`src/rtl/flash_csr_pkg.sv`:
```
package flash_csr_pkg;

  localparam int REG_W = 16;
  localparam int SEL_W = 3;
  localparam int CLS_W = 2;

  localparam logic [SEL_W-1:0] SEL_CMD  = 3'd0;
  localparam logic [SEL_W-1:0] SEL_CFG1 = 3'd1;
  localparam logic [SEL_W-1:0] SEL_CFG2 = 3'd2;
  localparam logic [SEL_W-1:0] SEL_STAT = 3'd3;
  localparam logic [SEL_W-1:0] SEL_INT  = 3'd4;

  localparam logic [REG_W-1:0] CFG1_RST     = 16'h40c0;
  localparam logic [REG_W-1:0] CFG2_RST     = 16'h0000;
  localparam logic [REG_W-1:0] INT_COLD     = 16'h8080;
  localparam logic [REG_W-1:0] INT_WARM     = 16'h8010;
  localparam logic [REG_W-1:0] CFG1_RD_MASK = 16'hffe0;

  localparam int INT_ANY   = 15;
  localparam int INT_DONE0 = 5;   // erase, program, load occupy 5..7
  localparam int ERR_CMD   = 10;
  localparam int ERR_KIND0 = 11;  // erase, program, load occupy 11..13
  localparam int CFG1_POL  = 6;
  localparam int CFG1_RDY  = 7;

  typedef enum logic [2:0] {
    OPK_LOAD, OPK_PROG, OPK_ERASE, OPK_INSTANT, OPK_HOLD, OPK_RESTART, OPK_BAD
  } opKind_e;

  // one-hot kind vectors: bit2 load, bit1 program, bit0 erase
  typedef struct packed {
    logic       warmRst;
    logic       cmdTake;
    logic       raiseInt;
    logic [2:0] doneKind;
    logic       cmdErr;
    logic [2:0] failKind;
  } ctrlStrobe_t;

  function automatic opKind_e classifyOp(input logic [REG_W-1:0] v);
    opKind_e k;
    case (v)
      16'h0000, 16'h0013:                     k = OPK_LOAD;
      16'h0080, 16'h001a, 16'h001b:           k = OPK_PROG;
      16'h0094, 16'h0095, 16'h0030:           k = OPK_ERASE;
      16'h0023, 16'h0027, 16'h002a, 16'h002c,
      16'h0071, 16'h0065:                     k = OPK_INSTANT;
      16'h00b0:                               k = OPK_HOLD;
      16'h00f0, 16'h00f3:                     k = OPK_RESTART;
      default:                                k = OPK_BAD;
    endcase
    return k;
  endfunction

endpackage

```
`src/rtl/flash_csr_ctrl.sv`:
```
module flash_csr_ctrl
  import flash_csr_pkg::*;
(
  input  logic             clk,
  input  logic             rstN,
  input  logic             cmdWr,
  input  logic [REG_W-1:0] wrData,
  input  logic             intBusy,
  input  logic             opDone,
  input  logic             opFail,
  output ctrlStrobe_t      stb,
  output logic             execStrobe,
  output logic [CLS_W-1:0] opClass
);

  localparam logic [CLS_W-1:0] CLS_NONE = '0;

  opKind_e          kind;
  logic             accept;
  logic             armArray;
  logic [CLS_W-1:0] armCode;
  logic [CLS_W-1:0] pendQ;
  logic             finish;
  logic [2:0]       pendHot;

  assign kind   = classifyOp(wrData);
  assign accept = cmdWr && !intBusy;

  always_comb begin
    armCode = CLS_NONE;
    case (kind)
      OPK_LOAD:  armCode = 2'd1;
      OPK_PROG:  armCode = 2'd2;
      OPK_ERASE: armCode = 2'd3;
      default:   armCode = CLS_NONE;
    endcase
  end

  assign armArray = accept && (armCode != CLS_NONE);
  assign finish   = opDone && (pendQ != CLS_NONE);

  // pending class to one-hot {load, program, erase}
  always_comb begin
    pendHot = 3'b000;
    case (pendQ)
      2'd1:    pendHot = 3'b100;
      2'd2:    pendHot = 3'b010;
      2'd3:    pendHot = 3'b001;
      default: pendHot = 3'b000;
    endcase
  end

  always_comb begin
    stb         = '0;
    stb.cmdTake = accept;
    stb.warmRst = accept && (kind == OPK_RESTART);
    if (accept && kind == OPK_INSTANT) stb.raiseInt = 1'b1;
    if (accept && kind == OPK_BAD) begin
      stb.raiseInt = 1'b1;
      stb.cmdErr   = 1'b1;
    end
    if (finish) begin
      stb.raiseInt = 1'b1;
      stb.doneKind = pendHot;
      if (opFail) begin
        stb.cmdErr   = 1'b1;
        stb.failKind = pendHot;
      end
    end
  end

  always_ff @(posedge clk or negedge rstN) begin
    if (!rstN) begin
      pendQ      <= CLS_NONE;
      execStrobe <= 1'b0;
      opClass    <= CLS_NONE;
    end else begin
      execStrobe <= armArray;
      opClass    <= armArray ? armCode : CLS_NONE;
      if (stb.warmRst)   pendQ <= CLS_NONE;
      else if (armArray) pendQ <= armCode;
      else if (finish)   pendQ <= CLS_NONE;
    end
  end

endmodule

```
`src/rtl/flash_csr_regs.sv`:
```
module flash_csr_regs
  import flash_csr_pkg::*;
(
  input  logic             clk,
  input  logic             rstN,
  input  logic             wrEn,
  input  logic [SEL_W-1:0] regSel,
  input  logic [REG_W-1:0] wrData,
  input  ctrlStrobe_t      stb,
  output logic [REG_W-1:0] rdData,
  output logic             intBusy,
  output logic             intPin,
  output logic             readyPin
);

  localparam int KINDS = 3;

  logic [REG_W-1:0] cmdQ, cfg1Q, cfg2Q, statQ, intQ;
  logic [REG_W-1:0] intNext, statNext;
  logic [REG_W-1:0] intSet, statSet;
  logic             intWr;

  assign intWr   = wrEn && (regSel == SEL_INT);
  assign intBusy = intQ[INT_ANY];

  // place the one-hot kind strobes onto their register bit positions
  always_comb begin
    intSet  = '0;
    statSet = '0;
    intSet[INT_ANY]  = stb.raiseInt;
    statSet[ERR_CMD] = stb.cmdErr;
    for (int i = 0; i < KINDS; i++) begin
      intSet[INT_DONE0 + i]  = stb.doneKind[i];
      statSet[ERR_KIND0 + i] = stb.failKind[i];
    end
  end

  always_comb begin
    intNext  = intQ;
    statNext = statQ;
    if (intWr) begin
      intNext = intQ & wrData;
      if (!intNext[INT_ANY]) statNext[ERR_KIND0+KINDS-1:ERR_CMD] = '0;
    end
    intNext  = intNext | intSet;
    statNext = statNext | statSet;
  end

  always_ff @(posedge clk or negedge rstN) begin
    if (!rstN) begin
      cmdQ     <= '0;
      cfg1Q    <= CFG1_RST;
      cfg2Q    <= CFG2_RST;
      statQ    <= '0;
      intQ     <= INT_COLD;
      readyPin <= 1'b1;
      intPin   <= INT_COLD[INT_ANY] ^ ~CFG1_RST[CFG1_POL];
    end else begin
      intPin <= intQ[INT_ANY] ^ ~cfg1Q[CFG1_POL];
      if (stb.warmRst) begin
        cmdQ     <= '0;
        cfg1Q    <= CFG1_RST;
        cfg2Q    <= CFG2_RST;
        statQ    <= '0;
        intQ     <= INT_WARM;
        readyPin <= 1'b1;
      end else begin
        intQ  <= intNext;
        statQ <= statNext;
        if (stb.cmdTake) cmdQ <= wrData;
        if (wrEn && regSel == SEL_CFG1) begin
          cfg1Q    <= wrData;
          readyPin <= wrData[CFG1_RDY];
        end
        if (wrEn && regSel == SEL_CFG2) cfg2Q <= wrData;
      end
    end
  end

  always_comb begin
    case (regSel)
      SEL_CMD:  rdData = cmdQ;
      SEL_CFG1: rdData = cfg1Q & CFG1_RD_MASK;
      SEL_CFG2: rdData = cfg2Q;
      SEL_STAT: rdData = statQ;
      SEL_INT:  rdData = intQ;
      default:  rdData = '0;
    endcase
  end

endmodule

```
`src/rtl/flash_csr_unit.sv`:
```
module flash_csr_unit
  import flash_csr_pkg::*;
(
  input  logic             clk,
  input  logic             rstN,
  input  logic             wrEn,
  input  logic [SEL_W-1:0] regSel,
  input  logic [REG_W-1:0] wrData,
  output logic [REG_W-1:0] rdData,
  input  logic             opDone,
  input  logic             opFail,
  output logic             execStrobe,
  output logic [CLS_W-1:0] opClass,
  output logic             intPin,
  output logic             readyPin
);

  ctrlStrobe_t stb;
  logic        intBusy;
  logic        cmdWr;

  assign cmdWr = wrEn && (regSel == SEL_CMD);

  flash_csr_ctrl u_ctrl (
    .clk(clk), .rstN(rstN), .cmdWr(cmdWr), .wrData(wrData),
    .intBusy(intBusy), .opDone(opDone), .opFail(opFail),
    .stb(stb), .execStrobe(execStrobe), .opClass(opClass)
  );

  flash_csr_regs u_regs (
    .clk(clk), .rstN(rstN), .wrEn(wrEn), .regSel(regSel), .wrData(wrData),
    .stb(stb), .rdData(rdData), .intBusy(intBusy),
    .intPin(intPin), .readyPin(readyPin)
  );

endmodule

```
`config.mk`:
```
export PLATFORM = sky130hd
export DESIGN_NAME = flash_csr_unit
export DESIGN_NICKNAME = d
export VERILOG_FILES = /design/src/rtl/flash_csr_pkg.sv /design/src/rtl/flash_csr_ctrl.sv /design/src/rtl/flash_csr_regs.sv /design/src/rtl/flash_csr_unit.sv
export SDC_FILE = /design/constraint.sdc
export NUM_CORES = 1
export LEC_CHECK = 0
export ABC_AREA = 1
export BUFFER_PORTS_ARGS = -buffer_cell sky130_fd_sc_hd__buf_4
export CELL_PAD_IN_SITES_DETAIL_PLACEMENT = 1
export CELL_PAD_IN_SITES_GLOBAL_PLACEMENT = 1
export CORE_ASPECT_RATIO = 0.5
export CORE_MARGIN = 2
export CORE_UTILIZATION = 32
export DETAILED_ROUTE_END_ITERATION = 8
export GPL_TIMING_DRIVEN = 0
export PLACE_DENSITY_LB_ADDON = 0.1
export REMOVE_ABC_BUFFERS = 1
export SLEW_MARGIN = 20
export SYNTH_ARGS = -nofsm -noshare
export SYNTH_HDL_FRONTEND = slang
export SYNTH_SLANG_ARGS = --single-unit
```
`constraint.sdc`:
```
create_clock -name clk -period 1.9 [get_ports clk]
set_clock_uncertainty 0.15 [all_clocks]
set_input_delay 0.19 -clock clk [delete_from_list [all_inputs] [get_ports clk]]
set_output_delay 0.19 -clock clk [all_outputs]
set_load 0.02 [all_outputs]
```
# [Word level (Yosys, flattened, before mapping)]
# Index checks and enable logic that the tools add are counted.
[totals] mem_bits_ro=0 regBits=87 latch_bits=0 output_inout_bits=21 mem_count=0 ramBits=0
[classes] n_shift=0 muxes=26 addsub=0 multipliers=0 div_mod_pow=0 magnitude_cmp=0 bitwise=5 n_eq_ne=28 reduce_logical=25
[ops] op="$mux W16" count=9
[ops] op="$eq A16 B8 Y1 const B" count=6
[ops] op="$eq A16 B6 Y1 const B" count=5
[ops] op="$pmux W16 S5" count=1
[ops] op="$eq A16 B5 Y1 const B" count=3
[ops] op="$eq A16 B7 Y1 const B" count=2
[ops] op="$pmux W3 S6" count=1
[ops] op="$and A16 B16 Y16" count=1
[ops] op="$logic_not A16 Y1" count=1
[ops] op="$or A16 B14 Y16" count=1
[ops] op="$or A16 B16 Y16" count=1
[ops] op="$eq A3 B2 Y1 const B" count=4
[ops] op="$mux W4" count=3
[ops] op="$logic_and A1 B1 Y1" count=10
[ops] op="$reduce_bool A2 Y1" count=5
[ops] op="$eq A3 B3 Y1 const B" count=3
[ops] op="$pmux W3 S3" count=1
[ops] op="$mux W2" count=4
[ops] op="$mux W8" count=1
[ops] op="$eq A3 B1 Y1 const B" count=2
[ops] op="$logic_not A3 Y1" count=2
[ops] op="$pmux W2 S3" count=1
[ops] op="$reduce_or A3 Y1" count=2
[ops] op="$reduce_or A6 Y1" count=1
[ops] op="other kinds (8)" count=14

# [Longest topological paths before layout]
[depth] word_depth=10 ltp_mapped=12 mapped_depth_nobuf=12

# [Cells and area by module]
# A second synthesis with hierarchy kept.
[unflattened] hier_cells=590 area_unflattened_um2=4077.7
[modules_own_cells] mod="flash_csr_regs" seq_area_each_um2=1609.0 area_per_inst_um2=3160.5 cells_each=422 instances=1
[modules_own_cells] mod="flash_csr_ctrl" seq_area_each_um2=125.1 area_per_inst_um2=894.6 cells_each=162 instances=1
[modules_own_cells] mod="flash_csr_unit" seq_area_each_um2=0.0 area_per_inst_um2=22.5 cells_each=6 instances=1

# [Worst setup path before layout]
# OpenSTA, ideal clock, no wires.
[synth_timing] kind="input -> register" from="in regSel[0]" to="reg u_regs.cfg1Q[8]" setup_ns=0.116 path_slack_ns=0.298 arrival_ns=1.336 path_stages=9 cell_sequence="buf_2 > nor3_4 > nand3_2 > nor2_4 > buf_6 > nor2_8 > buf_6 > nand2_1 > nand2_1"
[synth_between] elab_chain_cells=5
[synth_rtl] element="from (decl)" line_no="flash_csr_unit.sv:7" rtl="input logic [SEL_W-1:0] regSel,"
[synth_rtl] element="$logic_not A3 Y1" line_no="flash_csr_unit.sv:22" rtl="assign cmdWr = wrEn && (regSel == SEL_CMD);"
[synth_rtl] element="$logic_and A1 B1 Y1" line_no="flash_csr_unit.sv:22"
[synth_rtl] element="$logic_and A1 B1 Y1" line_no="flash_csr_ctrl.sv:27" rtl="assign accept = cmdWr && !intBusy;"
[synth_rtl] element="$logic_and A1 B1 Y1" line_no="flash_csr_ctrl.sv:56" rtl="stb.warmRst = accept && (kind == OPK_RESTART);"
[synth_rtl] element="$mux W16 / $reduce_bool A2 Y1 (equally long branches)"
[synth_rtl] element="to (signal assigned)" line_no="flash_csr_regs.sv:72" rtl="cfg1Q <= wrData;"
[synth_rtl] element="to (decl)" line_no="flash_csr_regs.sv:18" rtl="logic [REG_W-1:0] cmdQ, cfg1Q, cfg2Q, statQ, intQ;"
# Several ways; a longest one is shown, not always the timed one.
# A chain may end at the register's enable or synchronous reset.

# [Worst setup path after layout]
[layout_timing] from="reg u_regs.intQ[15]" to="reg u_regs.cfg2Q[10]"
[layout_between] elab_chain_cells=4
[layout_rtl] element="from (decl)" line_no="flash_csr_regs.sv:18"
[layout_rtl] element="from (signal assigned)" line_no="flash_csr_regs.sv:68" rtl="intQ <= intNext;"
[layout_rtl] element="$logic_not A1 Y1 (*)" line_no="flash_csr_ctrl.sv:27"
[layout_rtl] element="$logic_and A1 B1 Y1 (*)" line_no="flash_csr_ctrl.sv:27"
[layout_rtl] element="$logic_and A1 B1 Y1 (*)" line_no="flash_csr_ctrl.sv:56"
[layout_rtl] element="$mux W16 / $reduce_bool A2 Y1 (equally long branches)"
[layout_rtl] element="to (signal assigned)" line_no="flash_csr_regs.sv:75" rtl="if (wrEn && regSel == SEL_CFG2) cfg2Q <= wrData;"
[layout_rtl] element="to (decl)" line_no="flash_csr_regs.sv:18"
# Mark *: on every way between the ends. The rest lies on a longest branch, timed or not.

==> flow_summary.json <==
{
  "crit_family": "flip-flops",
  "grt_max_degree": 70,
  "coreArea_um2": 11010,
  "hold_start": "wrData[2]",
  "multiInputGateArea_um2": 1719,
  "antenna_found_initial": 0,
  "place.port_buffers": 44,
  "cp.arrival_ns": 1.90,
  "cts_root_buf": "clkbuf_16",
  "die_area_um2": 12240,
  "gr-total-overflow": 0,
  "hold_viol_final": 0,
  "rr_startpoint": "u_regs.intQ[15]",
  "nFillCells": 1354,
  "vias_per_cell": 5.004,
  "slew_viol_final": 0,
  "cts.sinks": 69,
  "grt_pass1_wl_um": 20160,
  "post_dp_cell_area_um2": 4076,
  "fin_ws_ns": 0.07942,
  "setup_violations": 0,
  "yosysWarnings": 0,
  "synthDistinctLibCells": 37,
  "fmax_mhz": 549.3,
  "synthCells": 479,
  "clock_latency_ns": 0.34,
  "period_share": 0.9582,
  "track_usage": 0.2195,
  "routed_wl_um": 12310,
  "layout_min_cycle_time_ns": 1.821,
  "drv_cap": 0,
  "syn2layout_area_growth_pct": 30.73,
  "io_pins": 45,
  "ir_drop_uv": 419.8,
  "cp_cell_sequence": "inv_1 -> nand3_4 -> nor2_4 -> buf_12 -> a21oi_4 -> inv_1 -> nand2_1 -> o21ai_1",
  "clk_pin_slew_ns": 0.06,
  "reg2reg_depth": 8,
  "hold_slack_ns": 0.01003,
  "r2r_end": "u_regs.cfg2Q[10]",
  "ys_seq_elements": 69,
  "syn_avg_cell_area_um2": 7.565,
  "required_ns": 1.98,
  "end_kind": "register",
  "drt_pass1_iterations": 4,
  "h-tree-depth": 3,
  "die_h_um": 79.25,
  "antennaDiodeCount": 0,
  "power_leakage_nw": 2.311,
  "hold_class": "in -> reg",
  "post_drt_wl_per_cell_um": 17.69,
  "cts_buffers": 9,
  "crit_slowest_cell": "dfstp_2",
  "pre_cts_slack_ns": -1.635,
  "crit_type": "reg -> reg",
  "place_inst": 655,
  "powerDensity_nw_per_um2": 991.2,
  "postLayoutCellArea_um2": 4737,
  "fp-row-count": 27,
  "final_cells": 696,
  "hold_end": "u_regs.intQ[2]",
  "drtAntennaViolNets": 0,
  "tightestPinTransition_ns": 0.9186,
  "yosysSeqAreaShare": 0.4786,
  "drcViolationCount": 0,
  "via_count": 3483,
  "seq_area_um2": 1734,
  "regToRegSetupSlack_ns": 0.08,
  "cts_tree": "done",
  "path_max_fanout": 11,
  "critical_path_buf_inv_count": 3,
  "finalWeightedCongestion": 0.7966,
  "layout.nets": 570,
  "hold_path_depth": 3,
  "total_power_w": 0.004695,
  "setup.worst_path.start_class": "register",
  "die_width_um": 154.5,
  "run_status": "complete, no violations",
  "cp_slowest_stage_delay_ns": 0.54,
  "hpwl_um": 7930,
  "path_common_cell": "inv_1",
  "grt_pass1_vias": 3652,
  "start_util": 0.3290,
  "slew_headroom": 0.3876,
  "drive_above_1_share": 0.1960,
  "synth_area_um2": 3623,
  "drt-initial-drc-count": 147,
  "clk_path_buf_depth": 2
}
stage by stage:
| step | TNS (ns) | utilization |
|---|---|---|
| detailed placement | -94.90 | 0.3701 |
| CTS | 0 | 0.4265 |
| floorplan | -6.714 | - |
| global route | -0.001149 | 0.4301 |
| finish | 0 | 0.4301 |
| global placement | -97.53 | 0.3684 |
cell families after synthesis:
logic type,Yosys count,synth area share
compound gates,80,0.1385
buf+inv,60,0.06906
simple gates,269,0.3115
flops,69,0.4786
xor+xnor,1,0.002418
state kept, by name, summed over array words and instances (netlist names):
name and flops:
u_regs.cmdQ 16, u_regs.cfg2Q 16, u_regs.cfg1Q 10, u_regs.statQ 4, u_ctrl.opClass 2, u_ctrl.pendQ 2, u_regs.intQ 16, u_regs.readyPin 1
u_ctrl.execStrobe 1, u_regs.intPin 1
layer usage:
layer | share of wire | global-route usage
met2 | 0.43 | 0.3388
met1 | 0.52 | 0.3154
met3 | 0.043 | 0.05186
met5 | 0 | 0
met4 | 0.0061 | 0.04352
cell usage after synthesis, drive strengths merged:
cell type,count,share of area
nand2,171,0.18
dfrtp,63,0.44
nor2,55,0.066
o21ai,52,0.078
inv,45,0.047
nand3,26,0.037
nand4,9,0.016
buf,8,0.015
a21oi,7,0.013
clkbuf,6,0.0062
dfstp,6,0.044
nor3,5,0.010
o211ai,5,0.012
a221oi,4,0.0097
a22oi,4,0.0083
o2111ai,3,0.0073
a21o,2,0.0041
and3,2,0.0035
a32oi,1,0.0024
and2,1,0.0017
clkinv,1,0.0010
o21a,1,0.0021
o21bai,1,0.0021
xnor2,1,0.0024
area by class of cell:
cell class	instances	share of cell area
Clock inverter	4	0.01638
Tap cell	145	0.03830
Clock buffer	12	0.05626
Multi-Input combinational cell	352	0.3629
Sequential cell	69	0.3661
Inverter	46	0.03830
Timing Repair Buffer	68	0.1218
cell usage in the layout, fill, tap and decap left out, types with 2 or more instances in the layout:
| cell | synthesis | final |
|---|---|---|
| nand2_1 | 170 | 169 |
| dfrtp_1 | 63 | 63 |
| buf_4 | 1 | 54 |
| nor2_1 | 50 | 48 |
| inv_1 | 44 | 42 |
| o21ai_0 | 44 | 42 |
| nand3_1 | 25 | 25 |
| dlygate4sd3_1 | 0 | 10 |
| nand4_1 | 9 | 9 |
| clkbuf_16 | 0 | 9 |
| a21oi_1 | 6 | 6 |
| o21ai_2 | 6 | 6 |
| dfstp_2 | 6 | 6 |
| o211ai_1 | 4 | 4 |
| o21ai_1 | 2 | 4 |
| a22oi_1 | 4 | 4 |
| nor2_2 | 3 | 3 |
| o2111ai_1 | 3 | 3 |
| nor2_4 | 1 | 3 |
| nor3_1 | 4 | 3 |
| clkbuf_8 | 0 | 3 |
| buf_12 | 0 | 3 |
| nor3_4 | 1 | 2 |
| clkinvlp_4 | 0 | 2 |
| a221oi_2 | 0 | 2 |
| a221oi_1 | 4 | 2 |
| a21o_1 | 2 | 2 |
| a21oi_4 | 1 | 2 |
| and3_1 | 2 | 2 |
| bufinv_16 | 0 | 2 |
worst register-to-register path, cell delays in order, from the launching register on:
cell and delay (ns):
dfstp_2 0.54, inv_1 0.12, nand3_4 0.17, nor2_4 0.06, buf_12 0.15, a21oi_4 0.22
inv_1 0.15, nand2_1 0.08, o21ai_1 0.06
repair_timing:
action / CTS / global route
gates cloned: 2 / 0
pin swaps: 3 / 0
resized for setup: 8 / 7
hold endpoints to repair: 79 / 0
setup buffers: 11 / 2
hold buffers: 10 / 0
setup endpoints to repair: 84 / 16
report_power, final:
group | switching, W | internal [W] | total [W]
combinational | 0.000478 | 0.000320 | 0.000798
clock | 0.000678 | 0.00126 | 0.00194
sequential | 0.000163 | 0.00179 | 0.00195
how the worst max path moves through the flow:
stage	start	depth (start not counted)	slack, ns	endpoint
after floorplan	regSel[2]	7	-0.22	u_regs.cfg2Q[10]
after global placement	regSel[2]	8	-1.61	u_regs.cfg2Q[9]
after detailed placement	regSel[2]	7	-1.64	u_regs.intQ[2]
after CTS	regSel[2]	8	0.03	rdData[0]
after global routing	u_regs.intQ[15]	8	-0.001	u_regs.cfg2Q[9]
final	u_regs.intQ[15]	8	0.08	u_regs.cfg2Q[10]
Power figures use the tool's default switching activity.
